<file path="config.mk">
export PLATFORM = sky130hd
export DESIGN_NAME = rspq_readout
export DESIGN_NICKNAME = d
export VERILOG_FILES = /design/src/rtl/rspq_pkg.sv /design/src/rtl/rspq_ctrl.sv /design/src/rtl/rspq_mem.sv /design/src/rtl/rspq_window.sv /design/src/rtl/rspq_readout.sv
export SDC_FILE = /design/constraint.sdc
export NUM_CORES = 1
export LEC_CHECK = 0
export ABC_AREA = 0
export BUFFER_PORTS_ARGS = -buffer_cell sky130_fd_sc_hd__buf_2
export CAP_MARGIN = 20
export CORE_MARGIN = 2
export CORE_UTILIZATION = 40
export DETAILED_ROUTE_END_ITERATION = 10
export PLACE_DENSITY = 0.63
export SLEW_MARGIN = 20
export SYNTH_ARGS = -nofsm -noshare
export SYNTH_HDL_FRONTEND = slang
export SYNTH_SLANG_ARGS = --single-unit
</file>
<file path="constraint.sdc">
create_clock -name clk -period 5.92 [get_ports clk]
set_clock_uncertainty 0.1 [all_clocks]
set_input_delay 0 -clock clk [delete_from_list [all_inputs] [get_ports clk]]
set_output_delay 0 -clock clk [all_outputs]
set_load 0.05 [all_outputs]
</file>
<file path="src/rtl/rspq_pkg.sv">
package rspq_pkg;
  localparam int BYTES_W = 32;
  localparam int ERR_W   = 8;
  localparam int LVL_W   = 16;
  localparam int WORD_W  = 32;

  typedef struct packed {
    logic             early;
    logic [ERR_W-1:0] err;
    logic [BYTES_W-1:0] bytes;
  } rspq_entry_t;
endpackage

</file>
<file path="src/rtl/rspq_ctrl.sv">
module rspq_ctrl #(
  parameter int DEPTH = 16,
  localparam int AW = $clog2(DEPTH),
  localparam int CW = $clog2(DEPTH + 1)
) (
  input  logic          clk,
  input  logic          rst,
  input  logic          push_req,
  input  logic          pop,
  output logic          push_ok,
  output logic [AW-1:0] wr_ptr,
  output logic [AW-1:0] rd_ptr,
  output logic [CW-1:0] level,
  output logic          empty,
  output logic          full,
  output logic          lost
);
  localparam logic [AW-1:0] LAST = AW'(DEPTH - 1);

  // fullness is judged on the registered level only; a retire in the same cycle does not make room
  assign empty   = (level == '0);
  assign full    = (level == CW'(DEPTH));
  assign push_ok = push_req && !full;

  always_ff @(posedge clk) begin
    if (rst) begin
      wr_ptr <= '0;
      rd_ptr <= '0;
      level  <= '0;
      lost   <= 1'b0;
    end else begin
      if (push_ok) wr_ptr <= (wr_ptr == LAST) ? '0 : wr_ptr + 1'b1;
      if (pop)     rd_ptr <= (rd_ptr == LAST) ? '0 : rd_ptr + 1'b1;
      level <= level + CW'(push_ok) - CW'(pop);
      if (push_req && full) lost <= 1'b1;
    end
  end
endmodule

</file>
<file path="src/rtl/rspq_mem.sv">
module rspq_mem
  import rspq_pkg::*;
#(
  parameter int DEPTH = 16,
  localparam int AW = $clog2(DEPTH)
) (
  input  logic          clk,
  input  logic          we,
  input  logic [AW-1:0] waddr,
  input  rspq_entry_t   wdata,
  input  logic          re,
  input  logic [AW-1:0] raddr,
  output rspq_entry_t   rdata
);
  rspq_entry_t store [DEPTH];

  // one write port, one registered read port: maps onto a simple dual-port RAM
  always_ff @(posedge clk) begin
    if (we) store[waddr] <= wdata;
    if (re) rdata <= store[raddr];
  end
endmodule

</file>
<file path="src/rtl/rspq_window.sv">
module rspq_window (
  input  logic clk,
  input  logic rst,
  input  logic rd,
  input  logic word,
  input  logic empty,
  output logic pop,
  output logic sel_q,
  output logic zero_q
);
  logic bytes_seen;

  // retire only after the byte count of this head record has been read
  assign pop = rd && word && bytes_seen && !empty;

  always_ff @(posedge clk) begin
    if (rst) begin
      bytes_seen <= 1'b0;
      sel_q      <= 1'b0;
      zero_q     <= 1'b1;
    end else if (rd) begin
      sel_q  <= word;
      zero_q <= empty;
      if (!empty) begin
        if (!word)          bytes_seen <= 1'b1;
        else if (bytes_seen) bytes_seen <= 1'b0;
      end
    end
  end
endmodule

</file>
<file path="src/rtl/rspq_readout.sv">
module rspq_readout
  import rspq_pkg::*;
#(
  parameter int DEPTH = 16
) (
  input  logic              clk,
  input  logic              rst,
  input  logic              cpl_valid,
  input  logic [BYTES_W-1:0] cpl_bytes,
  input  logic [ERR_W-1:0]  cpl_err,
  input  logic              cpl_early,
  input  logic              win_rd,
  input  logic              win_word,
  output logic [WORD_W-1:0] win_data,
  output logic [WORD_W-1:0] fill_word,
  output logic              rsp_empty,
  output logic              rsp_full,
  output logic              rsp_lost,
  output logic              rsp_pending
);
  localparam int AW = $clog2(DEPTH);
  localparam int CW = $clog2(DEPTH + 1);
  localparam int STAT_PAD = WORD_W - ERR_W - 1;

  logic          push_ok, pop, sel_q, zero_q;
  logic [AW-1:0] wr_ptr, rd_ptr;
  logic [CW-1:0] level;
  rspq_entry_t   in_entry, head_q;

  assign in_entry = '{early: cpl_early, err: cpl_err, bytes: cpl_bytes};

  rspq_ctrl #(.DEPTH(DEPTH)) u_ctrl (
    .clk(clk), .rst(rst), .push_req(cpl_valid), .pop(pop), .push_ok(push_ok),
    .wr_ptr(wr_ptr), .rd_ptr(rd_ptr), .level(level),
    .empty(rsp_empty), .full(rsp_full), .lost(rsp_lost)
  );

  rspq_mem #(.DEPTH(DEPTH)) u_mem (
    .clk(clk), .we(push_ok), .waddr(wr_ptr), .wdata(in_entry),
    .re(win_rd), .raddr(rd_ptr), .rdata(head_q)
  );

  rspq_window u_win (
    .clk(clk), .rst(rst), .rd(win_rd), .word(win_word), .empty(rsp_empty),
    .pop(pop), .sel_q(sel_q), .zero_q(zero_q)
  );

  always_comb begin
    if (zero_q)     win_data = '0;
    else if (sel_q) win_data = {{STAT_PAD{1'b0}}, head_q.early, head_q.err};
    else            win_data = WORD_W'(head_q.bytes);
  end

  assign fill_word   = WORD_W'(LVL_W'(level));
  assign rsp_pending = !rsp_empty;
endmodule

</file>
==> impl_metrics.json, run 1 <==
{
  "status": "finished clean",
  "footprint_of_the_flip_flops_and_latches_um2": 21300,
  "yosys_warnings": 0,
  "post_route_cells_drive_above_1_share_pct": 27.5,
  "yosys_most_used_dff": "sky130_fd_sc_hd__edfxtp_1",
  "max-cap-violations": 0,
  "simple_gate_share_of_the_synthesized_area_pct": 2.16,
  "relative_max_transition_margin_pct": 27.7,
  "ys_seq_elements": 714,
  "cp-end-kind": "register",
  "arithmetic_cell_share_of_the_synthesized_area_counting_full_adders_half_adders_and_majority_gates_pct": 0.579,
  "yosys.area.top_type": "sky130_fd_sc_hd__edfxtp_1",
  "synthToLayoutAreaGrowth_pct": 15.6,
  "grt_util_all_layers_pct": 16.8,
  "detailedPlacementHpwl_mm": 32.3,
  "worstSetupStartpointType": "register",
  "synth_top_family_by_area": "multiplexers",
  "post_synth_mux_area_share_pct": 14.0,
  "worst_hold_path.num_cells": 2,
  "nFillCells": 5496,
  "yosysSeqAreaShare_pct": 78.1,
  "cp_slowest_cell": "sky130_fd_sc_hd__nor2_4",
  "drtAntennaViolNets": 0,
  "routedWlPerCell_um": 24.7,
  "antenna-diode-count": 0,
  "clock_latency_at_the_later_pin_of_the_worst_skew_pair_ns": 0.62,
  "async_flop_share_pct": 0,
  "crit_path_start": "u_ctrl.level[3]",
  "finalHoldViolations": 0,
  "holdCritPathClass": "primary input to register",
  "grt_pass1_wl_mm": 86.4,
  "grt_pass1_vias": 13120,
  "vias": 12651,
  "critical_path_required_ns": 6.11,
  "worst_path_largest_cell_delay_ns": 0.92,
  "clk_path_buf_depth": 3,
  "synthXorXnorAreaFrac_pct": 0.161,
  "final_nets": 1468,
  "post_synth_main_area_contributors": "sky130_fd_sc_hd__edfxtp_1 77%, sky130_fd_sc_hd__mux4_2 14%, sky130_fd_sc_hd__a22oi_1 2.3%, sky130_fd_sc_hd__dfxtp_1 1.3%, sky130_fd_sc_hd__buf_4 0.85%",
  "powerDensity_nw_per_um2": 359,
  "die_height_um": 265,
  "minimum_clock_period_ns": 3.58,
  "globalRoute.totalOverflow": 0,
  "period_share_pct": 60.5,
  "post_synthesis_compound_gate_area_fraction_pct": 2.71,
  "die_w_um": 265,
  "cts_tree": "yes",
  "core_outline_area_um2": 67300,
  "grt_antenna_before_repair": 0,
  "route.detailed.drc": 0,
  "area_used_by_multi_input_combinational_logic_um2": 5580,
  "critPathKind": "register to register",
  "routed_wl_mm": 57.9,
  "hold_path_startpoint": "win_rd",
  "clkSinkCount": 714,
  "synth_enable_flop_cells": 697,
  "setup_tns_ns": 0,
  "unrepaired_setup_endpoints_after_global_routing": "no",
  "drc_marker_count_from_the_first_detailed_route_iteration": 1207,
  "setup_violations": 0,
  "worst_r2r_path_depth": 7,
  "cts-buffers-inserted": 73,
  "detailed_place.area_um2": 28700,
  "yosys.cell_types.count": 37,
  "cts.root.buffer_cell": "sky130_fd_sc_hd__clkbuf_16",
  "buffers_on_ports": 86,
  "top_level_ports": 114,
  "max_clock_freq_ghz": 0.279,
  "effective_utilization_at_floorplan_pct": 40.5,
  "synth.avg_cell_area_um2": 22.0,
  "worst_slew_pin_slew_ns": 1.08,
  "leakagePower_uw": 0.00996,
  "r2r-start": "u_ctrl.level[3]",
  "cts-htree-levels": 3,
  "post_synth_instance_area_um2": 27200,
  "path_max_fanout": 26,
  "layout.cell_area.non_filler_um2": 31500,
  "drv_slew": 0,
  "floorplan.rows": 95,
  "drt_pass1_iterations": 5,
  "post_synth_inst_count": 1238,
  "critPathArrivalTime_ns": 3.77,
  "clock_transition_at_path_regs_ns": 0.06,
  "timing.critical_path.cells": "inv_1 -> ha_1 -> and4bb_2 -> nor2b_1 -> nand2_1 -> nor2_4 -> buf_4",
  "largest_net_degree_at_the_start_of_global_routing": 68,
  "vdd_drop_max_mv": 0.196,
  "place_congestion": 0.750,
  "fp.dieArea_um2": 70200,
  "vias_per_cell": 5.41,
  "synth_top_area_share_pct": 76.9
}
sequential cells by signal, indices dropped and copies added (netlist names):
register,cells
u_mem.store,656
u_ctrl.rd_ptr,4
u_ctrl.level,5
u_win.zero_q,1
u_ctrl.wr_ptr,4
u_ctrl.lost,1
u_win.sel_q,1
u_mem.rdata,41
u_win.bytes_seen,1
worst paths after layout:
path                        endpoint  slack [ns]
setup / recovery  u_mem.store[4][24]        2.34
hold / removal       u_mem.rdata[31]        0.01
setup reg to reg  u_mem.store[4][24]        2.34
hold reg to reg     u_ctrl.wr_ptr[1]        0.51
per-stage QoR:
stage	utilization (%)	total power, uW	std cells	hold WS, ns	setup WS (ns)
floorplan	-	6640	1264	-0.00439	0.777
global placement	42.6	6940	2160	0.145	2.42
detailed placement	42.6	6960	2160	0.153	2.34
CTS	46.7	11400	2337	0.00169	2.33
global route	46.8	11700	2339	0.0197	2.15
finish	46.8	11300	2339	0.0127	2.34
area by class of cell:
cell class	count	area share (%)
repair buffers	164	3.80
clock buffers	88	5.98
inverters	9	0.107
flip-flops and latches	714	67.6
well taps	873	3.47
clock inverters	43	1.33
multi-input cells	448	17.7
layer usage:
metal | track usage, % | vias to the layer above | routed length [um]
li1 | - | 5444 | -
met1 | 24.1 | 6749 | 25900
met2 | 26.7 | 389 | 28000
met3 | 2.75 | 69 | 2940
met4 | 4.70 | 0 | 998
met5 | 0 | - | 0
cell families after synthesis:
logic type,count (synthesis)
muxes,176
and+or+nand+nor,127
adders and majority gates,12
AOI/OAI and AO/OA,101
xor gates and xnor gates,5
other,1
buffers and inverters,102
DFF,714
critical path, delay by kind of cell (launching register included):
kind,cells,cell delay (ns)
adder cells (fa/ha/maj),1,0.19
AND/OR/NAND/NOR,4,2.08
buffers and inverters,2,0.49
flip-flops,1,0.37
Yosys cell counts (all sizes together) (3+ instances only):
| library cell | number |
|---|---|
| clkbuf | 30 |
| and2 | 25 |
| nor2 | 35 |
| a22oi | 82 |
| nor3 | 4 |
| dfxtp | 17 |
| ha | 11 |
| mux2i | 12 |
| o21ai | 3 |
| nor2b | 5 |
| mux4 | 164 |
| edfxtp | 697 |
| xnor2 | 3 |
| a21oi | 7 |
| inv | 9 |
| buf | 63 |
| nand2 | 49 |
timing repair:
item	CTS	global route
endpoints found under the hold margin	673	0
hold buffers	46	0
resized for setup	0	0
buffers inserted	0	0
endpoints found under the setup margin	0	0
power breakdown:
part | switching [uW] | internal, uW | total, uW
Sequential | 71.9 | 5740 | 5820
Clock | 1870 | 2580 | 4450
Combinational | 683 | 360 | 1040
cells in the final DEF (no fill, tap or decap), types with 20 or more instances in the layout:
cell type	n
sky130_fd_sc_hd__a22oi_1	82
sky130_fd_sc_hd__and2_1	24
sky130_fd_sc_hd__buf_2	86
sky130_fd_sc_hd__buf_4	28
sky130_fd_sc_hd__clkbuf_16	73
sky130_fd_sc_hd__clkinv_1	20
sky130_fd_sc_hd__conb_1	27
sky130_fd_sc_hd__dlygate4sd3_1	46
sky130_fd_sc_hd__edfxtp_1	697
sky130_fd_sc_hd__mux4_2	164
sky130_fd_sc_hd__nand2_1	49
sky130_fd_sc_hd__nor2_1	21
Note: power is estimated with default switching activity, not from simulation.
==> run 2: changes to the inputs <==
==> constraint.sdc (replaced) <==
create_clock -name clk -period 3.4 [get_ports clk]
set_clock_uncertainty 0.1 [all_clocks]
set_input_delay 0 -clock clk [delete_from_list [all_inputs] [get_ports clk]]
set_output_delay 0 -clock clk [all_outputs]
set_load 0.05 [all_outputs]
==> run 2 against run 1 <==
  * Fmax is 14% higher
  * Via count is 0.83% higher
  * Total power is 76% higher
  * Global-route usage is 0.098 points higher
  * Register-to-register slack worse by 2.1 ns
  * Die area stayed put
  * Sequential share of layout area is 0.97 points lower
  * Critical path depth is 6 higher
  * Clock-buffer cell count is 3 higher
  * Sequential cell count stayed put
  * Combinational power is 79% higher
  * Design area is 1.5% higher
==> impl_metrics.json, run 2 (same netlist as run 1, synthesis figures left out) <==
{
  "largest_net_degree_at_the_start_of_global_routing": 61,
  "critPathArrivalTime_ns": 3.57,
  "most_used_cell_cp": "sky130_fd_sc_hd__ha_1",
  "max_clock_freq_ghz": 0.318,
  "antenna-diode-count": 0,
  "finalCoreUtilization_pct": 47.5,
  "clock_transition_at_path_regs_ns": 0.06,
  "detailed_place.area_um2": 29100,
  "vias_per_cell": 5.41,
  "cp-end-kind": "register",
  "vdd_drop_max_mv": 0.373,
  "fp.dieArea_um2": 70200,
  "layout.cell_area.non_filler_um2": 31900,
  "die_w_um": 265,
  "route.detailed.drc": 0,
  "nFillCells": 5467,
  "critical_path_required_ns": 3.83,
  "grt_util_all_layers_pct": 16.9,
  "clkSinkCount": 714,
  "holdWs_ns": 0.152,
  "unrepaired_setup_endpoints_after_global_routing": "no",
  "drt_pass1_iterations": 5,
  "path_max_fanout": 5,
  "layout.cells.most_common": "sky130_fd_sc_hd__edfxtp_1",
  "cts-htree-levels": 3,
  "final_critical_path_setup_slack_ns": 0.258,
  "cts-buffers-inserted": 72,
  "drc_marker_count_from_the_first_detailed_route_iteration": 1230,
  "setup_violations": 0,
  "registers.top_by_ff_count": "u_mem.store",
  "cts.root.buffer_cell": "sky130_fd_sc_hd__clkbuf_16",
  "design_power_total_uw": 19900,
  "minimum_clock_period_ns": 3.14,
  "detailedPlacementHpwl_mm": 32.7,
  "holdCritPathClass": "primary input to register",
  "cts_tree": "yes",
  "worst_slew_pin_slew_ns": 0.806,
  "critPathKind": "register to register",
  "drv_slew": 0,
  "routed_wl_mm": 58.5,
  "synthToLayoutAreaGrowth_pct": 17.3,
  "grt_util_met2_pct": 28.0,
  "leakagePower_uw": 0.0101,
  "area_used_by_multi_input_combinational_logic_um2": 5600,
  "effective_utilization_at_floorplan_pct": 40.5,
  "status": "finished clean",
  "grt_pass1_vias": 13226,
  "period_share_pct": 92.4,
  "powerDensity_nw_per_um2": 622,
  "die_height_um": 265,
  "footprint_of_the_flip_flops_and_latches_um2": 21300,
  "largest_reg_flops": 656,
  "clock_latency_at_the_later_pin_of_the_worst_skew_pair_ns": 0.61,
  "largest_registers_in_the_final_layout": "u_mem.store (656), u_mem.rdata (41), u_ctrl.level (5)",
  "finalHoldViolations": 0,
  "core_outline_area_um2": 67300,
  "place_congestion": 0.745,
  "cp_slowest_cell": "sky130_fd_sc_hd__or4b_1",
  "worst_path_largest_cell_delay_ns": 0.51,
  "worstSetupStartpointType": "register",
  "use_met1_pct": 23.2,
  "top_level_ports": 114,
  "grtUsageMet3_pct": 2.87,
  "relative_max_transition_margin_pct": 46.3,
  "timing.critical_path.cells": "inv_1 -> ha_1 -> or4b_1 -> inv_2 -> nor2_1 -> ha_1 -> inv_1 -> ha_1 -> fa_1 -> a21oi_1 -> nor2_1 -> or3_1 -> a21oi_1",
  "routedWlPerCell_um": 24.8,
  "most-common-layout-cells": "697 x sky130_fd_sc_hd__edfxtp_1, 164 x sky130_fd_sc_hd__mux4_2, 86 x sky130_fd_sc_hd__buf_2",
  "vias": 12756,
  "grt_antenna_before_repair": 1,
  "globalRoute.totalOverflow": 0,
  "drtAntennaViolNets": 0,
  "dpl_worst_slack_ns": 0.288,
  "post_route_cells_drive_above_1_share_pct": 28.9,
  "buffers_on_ports": 86,
  "final_nets": 1492,
  "floorplan.rows": 95,
  "clk_path_buf_depth": 3,
  "grt.busiest_layer": "met2",
  "grt_pass1_wl_mm": 86.8,
  "max-cap-violations": 0
}
-- run 2: power by group --
group          switching [uW]  internal, uW
sequential                128         10000
clock                    3210          4650
combinational            1180           681
total                    4520         15300
-- run 2: metrics by stage --
stage / cells / setup TNS [ns]
final: 2360 / 0
after global routing: 2360 / 0
after CTS: 2360 / 0
after detailed placement: 2186 / 0
after global placement: 2186 / 0
after floorplan: 1264 / -285.83
-- run 2: repair_timing --
item,in CTS,in global routing
hold endpoints to repair,681,0
setup buffers,0,0
gates resized for setup,0,0
hold buffers,47,0
-- run 2: layout make-up --
cell class                      count  share of cell area (%)
Sequential cell                   714                    66.6
Multi-Input combinational cell    448                    17.5
Clock buffer                       91                    5.93
Timing Repair Buffer              189                    4.96
Tap cell                          873                    3.42
Clock inverter                     36                    1.41
Inverter                            9                   0.106
-- run 2: final timing paths --
kind / from / end / slack (ns) / cells past startpoint
setup reg to reg: u_ctrl.level[3] / u_ctrl.level[4] / 0.26 / 13
hold reg to reg: u_ctrl.wr_ptr[1] / u_ctrl.wr_ptr[1] / 0.50 / 2
hold / removal: win_word / u_win.sel_q / 0.15 / 4
setup / recovery: u_ctrl.level[3] / u_ctrl.level[4] / 0.26 / 13
-- run 2: layer usage --
layer | share of wire [%] | up-vias
met5 | 0.019 | -
met4 | 1.7 | 2
met3 | 5.5 | 68
met2 | 50 | 409
met1 | 43 | 6786
li1 | - | 5491
-- run 2: worst max-delay path: cells and delay by family, from the launching register on --
family	cells	cell delay (ns)
flops	1	0.33
compound gates	2	0.28
simple gates	4	1.01
fa+ha+maj	4	1.09
buf+inv	3	0.24
==> run 3: changes to the inputs <==
--- a/config.mk
+++ b/config.mk
@@ -16,3 +16,4 @@
 export SYNTH_ARGS = -nofsm -noshare
 export SYNTH_HDL_FRONTEND = slang
 export SYNTH_SLANG_ARGS = --single-unit
+export TNS_END_PERCENT = 100
==> constraint.sdc (replaced) <==
create_clock -name clk -period 3.9 [get_ports clk]
set_clock_uncertainty 0.1 [all_clocks]
set_input_delay 0.39 -clock clk [delete_from_list [all_inputs] [get_ports clk]]
set_output_delay 0.39 -clock clk [all_outputs]
set_load 0.05 [all_outputs]
==> run 3 against run 2 <==
  * Clock power down 18%
  * Critical path type unchanged
  * Register-to-register slack better by 0.47 ns
  * Sequential share of layout area increased by 1.7 points
  * Sequential cell count unchanged
  * Fmax down 0.82%
  * Combinational power is 16% lower
  * Largest power group unchanged
  * Clock-buffer cell count increased by 3
  * Via count shrank 2.5%
  * Highest routed layer unchanged
  * Final cell count decreased by 2.7%
  * Design area fell by 2.4%
==> impl_metrics.json, run 3 (same netlist as run 1, synthesis figures left out) <==
{
  "unrepaired_setup_endpoints_after_global_routing": "no",
  "powerDensity_nw_per_um2": 541,
  "grt_pass1_wl_mm": 87.5,
  "routedWlPerCell_um": 25.8,
  "r2r-start": "u_ctrl.level[3]",
  "path_max_fanout": 5,
  "drc_marker_count_from_the_first_detailed_route_iteration": 1061,
  "r2r_setup_slack_ns": 0.73,
  "setup_violations": 0,
  "leakagePower_uw": 0.00976,
  "drtAntennaViolNets": 0,
  "clock_latency_at_the_later_pin_of_the_worst_skew_pair_ns": 0.60,
  "registers.top_by_ff_count": "u_mem.store",
  "critical_path_required_ns": 4.31,
  "worst_slew_pin_slew_ns": 0.787,
  "top_level_ports": 114,
  "period_share_pct": 81.2,
  "cts.root.buffer_cell": "sky130_fd_sc_hd__clkbuf_16",
  "synthToLayoutAreaGrowth_pct": 14.4,
  "critical_path_s_top_delay_family": "adder cells",
  "timing.critical_path.cells": "inv_1 -> ha_1 -> or4b_1 -> inv_2 -> nor2_1 -> ha_1 -> inv_1 -> ha_1 -> fa_1 -> a21oi_1 -> nor2_1 -> or3_1 -> a21oi_1",
  "effective_utilization_at_floorplan_pct": 40.5,
  "buffers_on_ports": 86,
  "max-cap-violations": 0,
  "die_height_um": 265,
  "cp-end-kind": "register",
  "detailed_place.area_um2": 29000,
  "nFillCells": 5528,
  "core_outline_area_um2": 67300,
  "route.detailed.drc": 0,
  "cp_slowest_cell": "sky130_fd_sc_hd__or4b_1",
  "layout.cells.most_common": "sky130_fd_sc_hd__edfxtp_1",
  "largest_net_degree_at_the_start_of_global_routing": 51,
  "grt_antenna_before_repair": 5,
  "worst_path_largest_cell_delay_ns": 0.51,
  "holdCritPathClass": "primary input to register",
  "min_delay_worst_endpoint": "u_ctrl.rd_ptr[2]",
  "most-common-layout-cells": "697 x sky130_fd_sc_hd__edfxtp_1, 164 x sky130_fd_sc_hd__mux4_2, 86 x sky130_fd_sc_hd__buf_2",
  "clock_transition_at_path_regs_ns": 0.06,
  "fp.dieArea_um2": 70200,
  "drt_pass1_iterations": 5,
  "vdd_drop_max_mv": 0.358,
  "cts-htree-levels": 3,
  "cts_tree": "yes",
  "worst_hold_path.num_cells": 2,
  "hold_path_startpoint": "rst",
  "max_clock_freq_ghz": 0.316,
  "drv_slew": 0,
  "detailedPlacementHpwl_mm": 31.8,
  "grt_util_all_layers_pct": 17.1,
  "finalHoldViolations": 0,
  "layout.cell_area.non_filler_um2": 31200,
  "critPathKind": "register to register",
  "cts-buffers-inserted": 70,
  "grt_pass1_vias": 13233,
  "status": "finished clean",
  "worstSetupStartpointType": "register",
  "vias_per_cell": 5.42,
  "place_congestion": 0.726,
  "clkSinkCount": 714,
  "finalCoreUtilization_pct": 46.3,
  "most_used_cell_cp": "sky130_fd_sc_hd__ha_1",
  "worst_r2r_path_depth": 13,
  "timing.rr.end": "u_ctrl.level[4]",
  "area_used_by_multi_input_combinational_logic_um2": 5610,
  "globalRoute.totalOverflow": 0,
  "floorplan.rows": 95,
  "timing.critical_path.buf_inv": 3,
  "final_nets": 1428,
  "footprint_of_the_flip_flops_and_latches_um2": 21300,
  "relative_max_transition_margin_pct": 47.5,
  "die_w_um": 265,
  "vias": 12443,
  "post_route_cells_drive_above_1_share_pct": 28.3,
  "minimum_clock_period_ns": 3.17,
  "critPathArrivalTime_ns": 3.58,
  "largest_reg_flops": 656,
  "clk_path_buf_depth": 3,
  "routed_wl_mm": 59.2,
  "largest_registers_in_the_final_layout": "u_mem.store (656), u_mem.rdata (41), u_ctrl.level (5)"
}
-- run 3: cell count changes in the layout (fill, tap and decap cells not counted), sizes merged, moves of 3 or more --
cell | previous run | this run
buf | 142 | 125
clkbuf | 91 | 94
dlygate4sd3 | 47 | 2
clkinvlp | 4 | 1
bufinv | 9 | 3
clkinv | 19 | 26
inv | 13 | 9
-- run 3: worst register-to-register path: stages (launching register included) --
cell                      delay (ns)
sky130_fd_sc_hd__dfxtp_1        0.32
sky130_fd_sc_hd__inv_1          0.08
sky130_fd_sc_hd__ha_1           0.15
sky130_fd_sc_hd__or4b_1         0.51
sky130_fd_sc_hd__inv_2          0.12
sky130_fd_sc_hd__nor2_1         0.10
sky130_fd_sc_hd__ha_1           0.29
sky130_fd_sc_hd__inv_1          0.04
sky130_fd_sc_hd__ha_1           0.20
sky130_fd_sc_hd__fa_1           0.44
sky130_fd_sc_hd__a21oi_1        0.15
sky130_fd_sc_hd__nor2_1         0.07
sky130_fd_sc_hd__or3_1          0.35
sky130_fd_sc_hd__a21oi_1        0.15
-- run 3: where the power goes --
group	switching (uW)	total [uW]	internal, uW
clock	2740	6440	3700
combinational	1030	1570	534
sequential	116	8830	8720
total	3890	16800	13000
-- run 3: worst max-delay path by stage --
stage                         start                  to  slack (ns)  cells after the start
CTS                 u_ctrl.level[2]     u_ctrl.level[4]        0.71                     13
global placement    u_ctrl.level[3]     u_ctrl.level[4]        0.82                     13
floorplan           u_ctrl.level[2]  u_mem.store[12][0]       -0.14                      7
global route        u_ctrl.level[3]     u_ctrl.level[4]        0.55                     13
detailed placement  u_ctrl.level[2]     u_ctrl.level[4]        0.74                     13
finish              u_ctrl.level[3]     u_ctrl.level[4]        0.73                     13
-- run 3: metal layers --
metal	global-route usage, %	wire, um
met4	4.52	960
met2	28.5	29600
met5	0	41
met1	23.3	25200
met3	3.11	3410
-- run 3: area by class of cell --
class	instances	share of cell area, %
sequential	714	68.3
multi-input combinational	448	18.0
clock buffer	94	6.25
tap	873	3.51
timing repair buffer	127	3.11
clock inverter	30	0.735
inverter	9	0.108
antenna	2	0.0161
-- run 3: what timing repair did --
action	in CTS	in global routing
endpoints found under the setup margin	0	0
setup buffers	0	0
gates resized for setup	0	0
hold buffers	2	0
hold endpoints to repair	3	0
-- run 3: per-stage QoR --
step | worst slack (ns) | instances | hold WS (ns) | setup TNS, ns | power [uW]
floorplan | -0.144 | 1264 | 0.378 | -43.41 | 10100
global placement | 0.823 | 2169 | 0.356 | 0 | 10600
detailed placement | 0.740 | 2169 | 0.364 | 0 | 10600
CTS | 0.713 | 2295 | 0.0306 | 0 | 17000
global route | 0.550 | 2295 | 0.0608 | 0 | 17400
finish | 0.731 | 2297 | 0.0615 | 0 | 16800
